`src/rtl/xra_pkg.sv`:
```
// Package: field layout of the request word and the decoded request type.
// Assumes a fixed 48-bit word layout; positions are decoded by the arbiter.
package xra_pkg;
    localparam int WORD_W  = 48;
    localparam int IDX_FW  = 3;
    localparam int LEN_W   = 12;
    localparam int BLK_W   = 8;
    localparam int PRIO_W  = 3;
    localparam int STATE_W = 4;
    localparam int USER_W  = 12;
    localparam int TOT_W   = LEN_W + BLK_W;

    localparam int B_DIR   = 0;
    localparam int B_SRC   = 1;
    localparam int B_TGT   = 4;
    localparam int B_LEN   = 7;
    localparam int B_KILO  = 19;
    localparam int B_BLK   = 20;
    localparam int B_PRIO  = 28;
    localparam int B_STATE = 31;
    localparam int B_PAR   = 35;
    localparam int B_USER  = 36;

    typedef struct packed {
        logic               recv;
        logic [IDX_FW-1:0]  src;
        logic [IDX_FW-1:0]  tgt;
        logic [PRIO_W-1:0]  prio;
        logic               kilo;
        logic [TOT_W-1:0]   total;
        logic [STATE_W-1:0] state;
        logic [USER_W-1:0]  user;
    } req_t;
endpackage

```
`src/rtl/xra_decode.sv`:
```
// Decoder: splits a request word into fields, computes the total length,
// checks even parity over bits 0..35 and checks that both indices exist.
// Assumes NUM_DSP <= 8.
module xra_decode
    import xra_pkg::*;
#(
    parameter int NUM_DSP = 4
) (
    input  logic [WORD_W-1:0] word_i,
    output req_t              req_o,
    output logic              par_ok_o,
    output logic              idx_ok_o
);
    logic [LEN_W-1:0] len;
    logic [BLK_W-1:0] blk;

    // Field extraction and total-length product.
    always_comb begin
        len            = word_i[B_LEN +: LEN_W];
        blk            = word_i[B_BLK +: BLK_W];
        req_o.recv     = word_i[B_DIR];
        req_o.src      = word_i[B_SRC +: IDX_FW];
        req_o.tgt      = word_i[B_TGT +: IDX_FW];
        req_o.prio     = word_i[B_PRIO +: PRIO_W];
        req_o.kilo     = word_i[B_KILO];
        req_o.state    = word_i[B_STATE +: STATE_W];
        req_o.user     = word_i[B_USER +: USER_W];
        req_o.total    = TOT_W'(blk) * TOT_W'(len);
    end

    // Parity and index range checks.
    always_comb begin
        par_ok_o = ~(^word_i[B_PAR:0]);
        idx_ok_o = (int'(word_i[B_SRC +: IDX_FW]) < NUM_DSP) &&
                   (int'(word_i[B_TGT +: IDX_FW]) < NUM_DSP);
    end
endmodule

```
`src/rtl/xra_slots.sv`:
```
// Pending slots: one parked request per source. A write and a grant of the
// same slot in one cycle keep the new request. Assumes wr_en_i only when free.
module xra_slots
    import xra_pkg::*;
#(
    parameter int NUM_DSP = 4,
    localparam int IDX_W  = (NUM_DSP > 1) ? $clog2(NUM_DSP) : 1
) (
    input  logic                          clk,
    input  logic                          rst_n,
    input  logic                          wr_en_i,
    input  logic [IDX_W-1:0]              wr_idx_i,
    input  req_t                          wr_req_i,
    input  logic                          gnt_i,
    input  logic [IDX_W-1:0]              gnt_idx_i,
    output logic [NUM_DSP-1:0]            vld_o,
    output logic [NUM_DSP-1:0]            free_o,
    output req_t [NUM_DSP-1:0]            req_o
);
    for (genvar i = 0; i < NUM_DSP; i++) begin : g_slot
        logic wr_here;
        logic gnt_here;
        assign wr_here  = wr_en_i && (wr_idx_i == IDX_W'(i));
        assign gnt_here = gnt_i && (gnt_idx_i == IDX_W'(i));

        // Slot occupancy and contents.
        always_ff @(posedge clk) begin
            if (!rst_n) begin
                vld_o[i] <= 1'b0;
                req_o[i] <= '0;
            end else if (wr_here) begin
                vld_o[i] <= 1'b1;
                req_o[i] <= wr_req_i;
            end else if (gnt_here) begin
                vld_o[i] <= 1'b0;
            end
        end

        // Slot can take a new word now.
        assign free_o[i] = ~vld_o[i] | gnt_here;
    end
endmodule

```
`src/rtl/xra_pick.sv`:
```
// Picker: among valid slots whose target is idle, chooses the highest
// priority; ties go to the lowest slot index. Purely combinational.
module xra_pick
    import xra_pkg::*;
#(
    parameter int NUM_DSP = 4,
    localparam int IDX_W  = (NUM_DSP > 1) ? $clog2(NUM_DSP) : 1
) (
    input  logic [NUM_DSP-1:0]              vld_i,
    input  logic [NUM_DSP-1:0][IDX_W-1:0]   tgt_i,
    input  logic [NUM_DSP-1:0][PRIO_W-1:0]  prio_i,
    input  logic [NUM_DSP-1:0]              busy_i,
    output logic                            gnt_o,
    output logic [IDX_W-1:0]                gnt_idx_o
);
    logic [PRIO_W-1:0] best_p;

    // Ascending scan; strict compare keeps the lower index on ties.
    always_comb begin
        gnt_o     = 1'b0;
        gnt_idx_o = '0;
        best_p    = '0;
        for (int i = 0; i < NUM_DSP; i++) begin
            if (vld_i[i] && !busy_i[tgt_i[i]] &&
                (!gnt_o || prio_i[i] > best_p)) begin
                gnt_o     = 1'b1;
                gnt_idx_o = IDX_W'(i);
                best_p    = prio_i[i];
            end
        end
    end
endmodule

```
`src/rtl/xfer_req_arbiter.sv`:
```
// Top: accepts request words, refuses bad ones with a re-request pulse,
// parks good ones per source, and grants one idle target per cycle.
// Assumes done_i pulses only for an enabled channel (others are ignored).
module xfer_req_arbiter
    import xra_pkg::*;
#(
    parameter int NUM_DSP = 4
) (
    input  logic                clk,
    input  logic                rst_n,
    input  logic                req_valid_i,
    input  logic [47:0]         req_word_i,
    input  logic [NUM_DSP-1:0]  done_i,
    output logic                retry_o,
    output logic                cmd_valid_o,
    output logic                cmd_recv_o,
    output logic [2:0]          cmd_src_o,
    output logic [2:0]          cmd_tgt_o,
    output logic [19:0]         cmd_total_o,
    output logic                cmd_kilo_o,
    output logic [3:0]          cmd_state_o,
    output logic [11:0]         cmd_user_o,
    output logic [NUM_DSP-1:0]  chan_en_o
);
    localparam int IDX_W = (NUM_DSP > 1) ? $clog2(NUM_DSP) : 1;

    req_t                            dec_req;
    logic                            par_ok;
    logic                            idx_ok;
    logic                            accept;
    logic [NUM_DSP-1:0]              slot_vld;
    logic [NUM_DSP-1:0]              slot_free;
    req_t [NUM_DSP-1:0]              slot_req;
    logic [NUM_DSP-1:0][IDX_W-1:0]   slot_tgt;
    logic [NUM_DSP-1:0][PRIO_W-1:0]  slot_prio;
    logic                            gnt;
    logic [IDX_W-1:0]                gnt_idx;
    logic [NUM_DSP-1:0]              busy_q;
    req_t                            win;

    xra_decode #(.NUM_DSP(NUM_DSP)) u_dec (
        .word_i   (req_word_i),
        .req_o    (dec_req),
        .par_ok_o (par_ok),
        .idx_ok_o (idx_ok)
    );

    // Acceptance needs parity, valid indices and a free source slot.
    always_comb begin
        accept = req_valid_i && par_ok && idx_ok &&
                 slot_free[IDX_W'(dec_req.src)];
    end

    xra_slots #(.NUM_DSP(NUM_DSP)) u_slots (
        .clk       (clk),
        .rst_n     (rst_n),
        .wr_en_i   (accept),
        .wr_idx_i  (IDX_W'(dec_req.src)),
        .wr_req_i  (dec_req),
        .gnt_i     (gnt),
        .gnt_idx_i (gnt_idx),
        .vld_o     (slot_vld),
        .free_o    (slot_free),
        .req_o     (slot_req)
    );

    // Slice target and priority out of the parked requests for the picker.
    for (genvar i = 0; i < NUM_DSP; i++) begin : g_fields
        assign slot_tgt[i]  = IDX_W'(slot_req[i].tgt);
        assign slot_prio[i] = slot_req[i].prio;
    end

    xra_pick #(.NUM_DSP(NUM_DSP)) u_pick (
        .vld_i     (slot_vld),
        .tgt_i     (slot_tgt),
        .prio_i    (slot_prio),
        .busy_i    (busy_q),
        .gnt_o     (gnt),
        .gnt_idx_o (gnt_idx)
    );

    assign win = slot_req[gnt_idx];

    // Re-request pulse, command register and per-target busy state.
    always_ff @(posedge clk) begin
        if (!rst_n) begin
            retry_o     <= 1'b0;
            cmd_valid_o <= 1'b0;
            cmd_recv_o  <= 1'b0;
            cmd_src_o   <= '0;
            cmd_tgt_o   <= '0;
            cmd_total_o <= '0;
            cmd_kilo_o  <= 1'b0;
            cmd_state_o <= '0;
            cmd_user_o  <= '0;
            busy_q      <= '0;
        end else begin
            retry_o     <= req_valid_i && !accept;
            cmd_valid_o <= gnt;
            if (gnt) begin
                cmd_recv_o  <= win.recv;
                cmd_src_o   <= win.src;
                cmd_tgt_o   <= win.tgt;
                cmd_total_o <= win.total;
                cmd_kilo_o  <= win.kilo;
                cmd_state_o <= win.state;
                cmd_user_o  <= win.user;
            end
            busy_q <= (busy_q & ~done_i) |
                      (gnt ? (NUM_DSP'(1) << slot_tgt[gnt_idx]) : '0);
        end
    end

    assign chan_en_o = busy_q;
endmodule

```
`config.mk`:
```
export PLATFORM = sky130hd
export DESIGN_NAME = xfer_req_arbiter
export DESIGN_NICKNAME = d
export VERILOG_FILES = /design/src/rtl/xra_pkg.sv /design/src/rtl/xra_decode.sv /design/src/rtl/xra_slots.sv /design/src/rtl/xra_pick.sv /design/src/rtl/xfer_req_arbiter.sv
export SDC_FILE = /design/constraint.sdc
export NUM_CORES = 1
export LEC_CHECK = 0
export ABC_AREA = 1
export BUFFER_PORTS_ARGS = -buffer_cell sky130_fd_sc_hd__buf_2
export CAP_MARGIN = 20
export CORE_AREA = 10 10 159 161
export DETAILED_ROUTE_END_ITERATION = 10
export DIE_AREA = 0 0 169 171
export GPL_ROUTABILITY_DRIVEN = 0
export PLACE_DENSITY = 0.85
export RECOVER_POWER = 25
export SYNTH_ARGS = -nofsm -noshare
export SYNTH_HDL_FRONTEND = slang
export SYNTH_SLANG_ARGS = --single-unit
```
`constraint.sdc`:
```
create_clock -name clk -period 8.4 [get_ports clk]
set_input_delay 0.84 -clock clk [delete_from_list [all_inputs] [get_ports clk]]
set_output_delay 0.84 -clock clk [all_outputs]
set_load 0.005 [all_outputs]
```
==> impl_metrics.yaml <==
clocking:
  cts_buffer_depth: 3
  cts_sinks: 242
  clockRootBuffer: "clkbuf_16"
  cts_tree: "done"
  numCtsBuffers: 24
  h-tree-depth: 1
  cts_resized: 0
  cts_setup_buffers: 0
  ctsHoldBuffers: 0
  cts.clk_slew.worst_paths_ns: 0.06
  clk_latency_ns: 0.53
layout:
  drive_gt1_share_pct: 5.60
  syn_to_final_growth_pct: 7.19
  antennaDiodeCount: 0
  nets: 2218
  final_cells: 2355
  fin_area_sq_um: 15300
route:
  drt-vias-per-instance: 5.69
  ant_nets: 0
  wl_um: 37900
  drc: 0
  drtPass1Iterations: 5
  drt_first_iter_violations: 1502
  vias: 13400
  routedWlPerCell_um: 16.1
sta:
  finalSetupTns_ns: 0
  slew_viol_final: 38
  fmax_mhz: 133
  setup_violations: 0
  post-route-period-util_pct: 89.8
  clock_skew_ns: 0.0177
  slew_headroom_pct: -21.5
  min_period_ns: 7.54
  grt_setup_unrepaired: "no"
  worst_pin_slew_ns: 1.82
  final-hold-violation-count: 0
power:
  pwr_density_cell_nw_per_um2: 215
  power_frac_clock_pct: 32.0
  power.net_switching_uw: 1180
  swShare_pct: 35.9
  p_seq_share_pct: 36.1
  p_leak_uw: 0.00725
  vdd_drop_max_v: 0.000140
  internal_power_uw: 2120
  combPwrFrac_pct: 31.9
grt:
  grt_pass1_vias: 13100
  grt_util_all_layers_pct: 25.7
  grt_max_degree: 104
  grt-ovfl-total: 0
  antenna_found_initial: 0
  grt_pass1_wl_um: 63600
setup_path:
  worstPathMaxFanout: 48
  cpMostUsedCell: "nand2_1"
  worstPathRequired_ns: 8.85
  r2r_cells: 37
  slowest_stage: "nand2_1"
  critPathKind: "flop to flop"
  worstSetupStartpointType: "flop"
  end_kind: "flop"
  arrival_ns: 7.99
  critPathMaxStageDelay_ns: 1.16
die:
  chipWidth_um: 169
  rows: 55
  ios: 105
  die_h_um: 171
  start_util_pct: 64.3
  core_sq_um: 22200
  die-area_sq_um: 28900
hold_path:
  hold_path.class: "flop to flop"
  holdPathStages: 2
synth:
  ys_warn_count: 0
  synth_top_area_share_pct: 33.9
  yosys-top-cells-count: "631 x nand2_1, 242 x dfxtp_1, 239 x inv_1, 159 x a21oi_1, 153 x nand3_1"
  ys_seq_elements: 242
  ys_async_sr_fraction_pct: 0
  synth.avg_cell_area_sq_um: 6.99
  yosysSeqAreaShare_pct: 33.9
  yosysMostFrequentCell: "nand2_1"
  synth_edf_count: 0
  synth_top_area_cell: "dfxtp_1"
  syn-num-nets: 2208
  yosys-top-cells-area: "dfxtp_1 34%, nand2_1 17%, fa_1 8.4%, inv_1 6.3%, a21oi_1 5.6%"
  synth_cell_types: 37
  ys.flop_type: "dfxtp_1"
  syn-cell-area_sq_um: 14300
  syn_inst: 2044
placement:
  placed_cell_area_sq_um: 14600
  dp_cells: 2313
  hpwl_um: 24300
  port_buffers: 104
flow_run:
  cap_violations: 2
status:
  violations: "capacitance limit, slew limit"
  status: "finished, violations left"
[placed cells by master, fill, tap and decap left out, drive strengths merged, types with 3 or more instances in the layout]
cell / netlist / routed
ha: 49 / 49
o21bai: 40 / 40
xor2: 12 / 12
a21o: 3 / 3
clkbuf: 74 / 86
nand3b: 3 / 3
inv: 245 / 246
xnor2: 9 / 9
clkinv: 2 / 5
a41oi: 42 / 42
o21ai: 102 / 102
buf: 60 / 66
nor2: 133 / 133
dfxtp: 242 / 242
fa: 60 / 60
nand3: 157 / 157
a21oi: 160 / 160
nand2: 635 / 635
[critical path, delay by kind of cell (launching register included)]
| kind | cells | cell delay [ns] |
|---|---|---|
| buf+inv | 5 | 1.04 |
| flops | 1 | 0.37 |
| fa+ha+maj | 3 | 0.92 |
| simple gates | 19 | 3.53 |
| compound gates | 10 | 1.56 |
[cells by family after synthesis]
group,count (synthesis),share of synthesized area (%)
XOR/XNOR,21,1.29
buffers and inverters,381,11.2
AO/OA/AOI/OAI,357,14.5
adder cells (fa/ha/maj),109,12.7
AND/OR/NAND/NOR,934,26.4
flip-flops,242,33.9
[area by class of cell]
class	count	area, sq um
multi-input cells	1421	7850
repair buffers	118	577
clock buffers	34	669
clock inverters	8	95.1
well taps	285	357
flip-flops and latches	242	4840
inverters	247	930
fillers	1885	6910
[final timing paths]
path                            slack [ns]               from           endpoint
worst max-delay path                  0.86  u_slots.req_o[40]       chan_en_o[1]
worst min-delay path                  0.44  u_slots.req_o[92]  u_slots.req_o[92]
worst max register to register        0.86  u_slots.req_o[40]       chan_en_o[1]
worst min register to register        0.44  u_slots.req_o[92]  u_slots.req_o[92]
[power by group through the flow]
| stage | registers, uW | logic [uW] | clock network, uW |
|---|---|---|---|
| finish | 1190 | 1050 | 1060 |
| global route | 1190 | 1180 | 1120 |
| CTS | 1190 | 1050 | 1060 |
| detailed placement | 1210 | 1040 | 0 |
| global placement | 1210 | 1020 | 0 |
| floorplan | 1210 | 748 | 0 |
[registers in the layout, indices dropped and copies added, names as in the netlist]
| register | cells |
|---|---|
| cmd_recv_o | 1 |
| cmd_kilo_o | 1 |
| cmd_tgt_o | 3 |
| cmd_user_o | 12 |
| retry_o | 1 |
| cmd_total_o | 20 |
| cmd_state_o | 4 |
| cmd_valid_o | 1 |
| u_slots.req_o | 188 |
| u_slots.vld_o | 4 |
| cmd_src_o | 3 |
| chan_en_o | 4 |
[stage by stage]
stage,util [%],worst slack (ns),hold slack (ns),power [uW]
after floorplan,-,3.36,0.415,1960
after CTS,69.3,1.19,0.438,3300
after detailed placement,65.8,1.28,0.428,2260
after global placement,65.7,1.57,0.425,2230
final,68.9,0.858,0.440,3300
after global routing,68.9,0.220,0.465,3500
[layer usage]
layer | vias to the layer above | share of wire (%) | global-route usage [%]
li1 | 6489 | - | -
met1 | 6323 | 40 | 30.2
met2 | 512 | 50 | 47.2
met3 | 84 | 6.6 | 3.58
met4 | 0 | 2.8 | 8.03
met5 | - | 0 | 0
(Power assumes the default switching activity.)
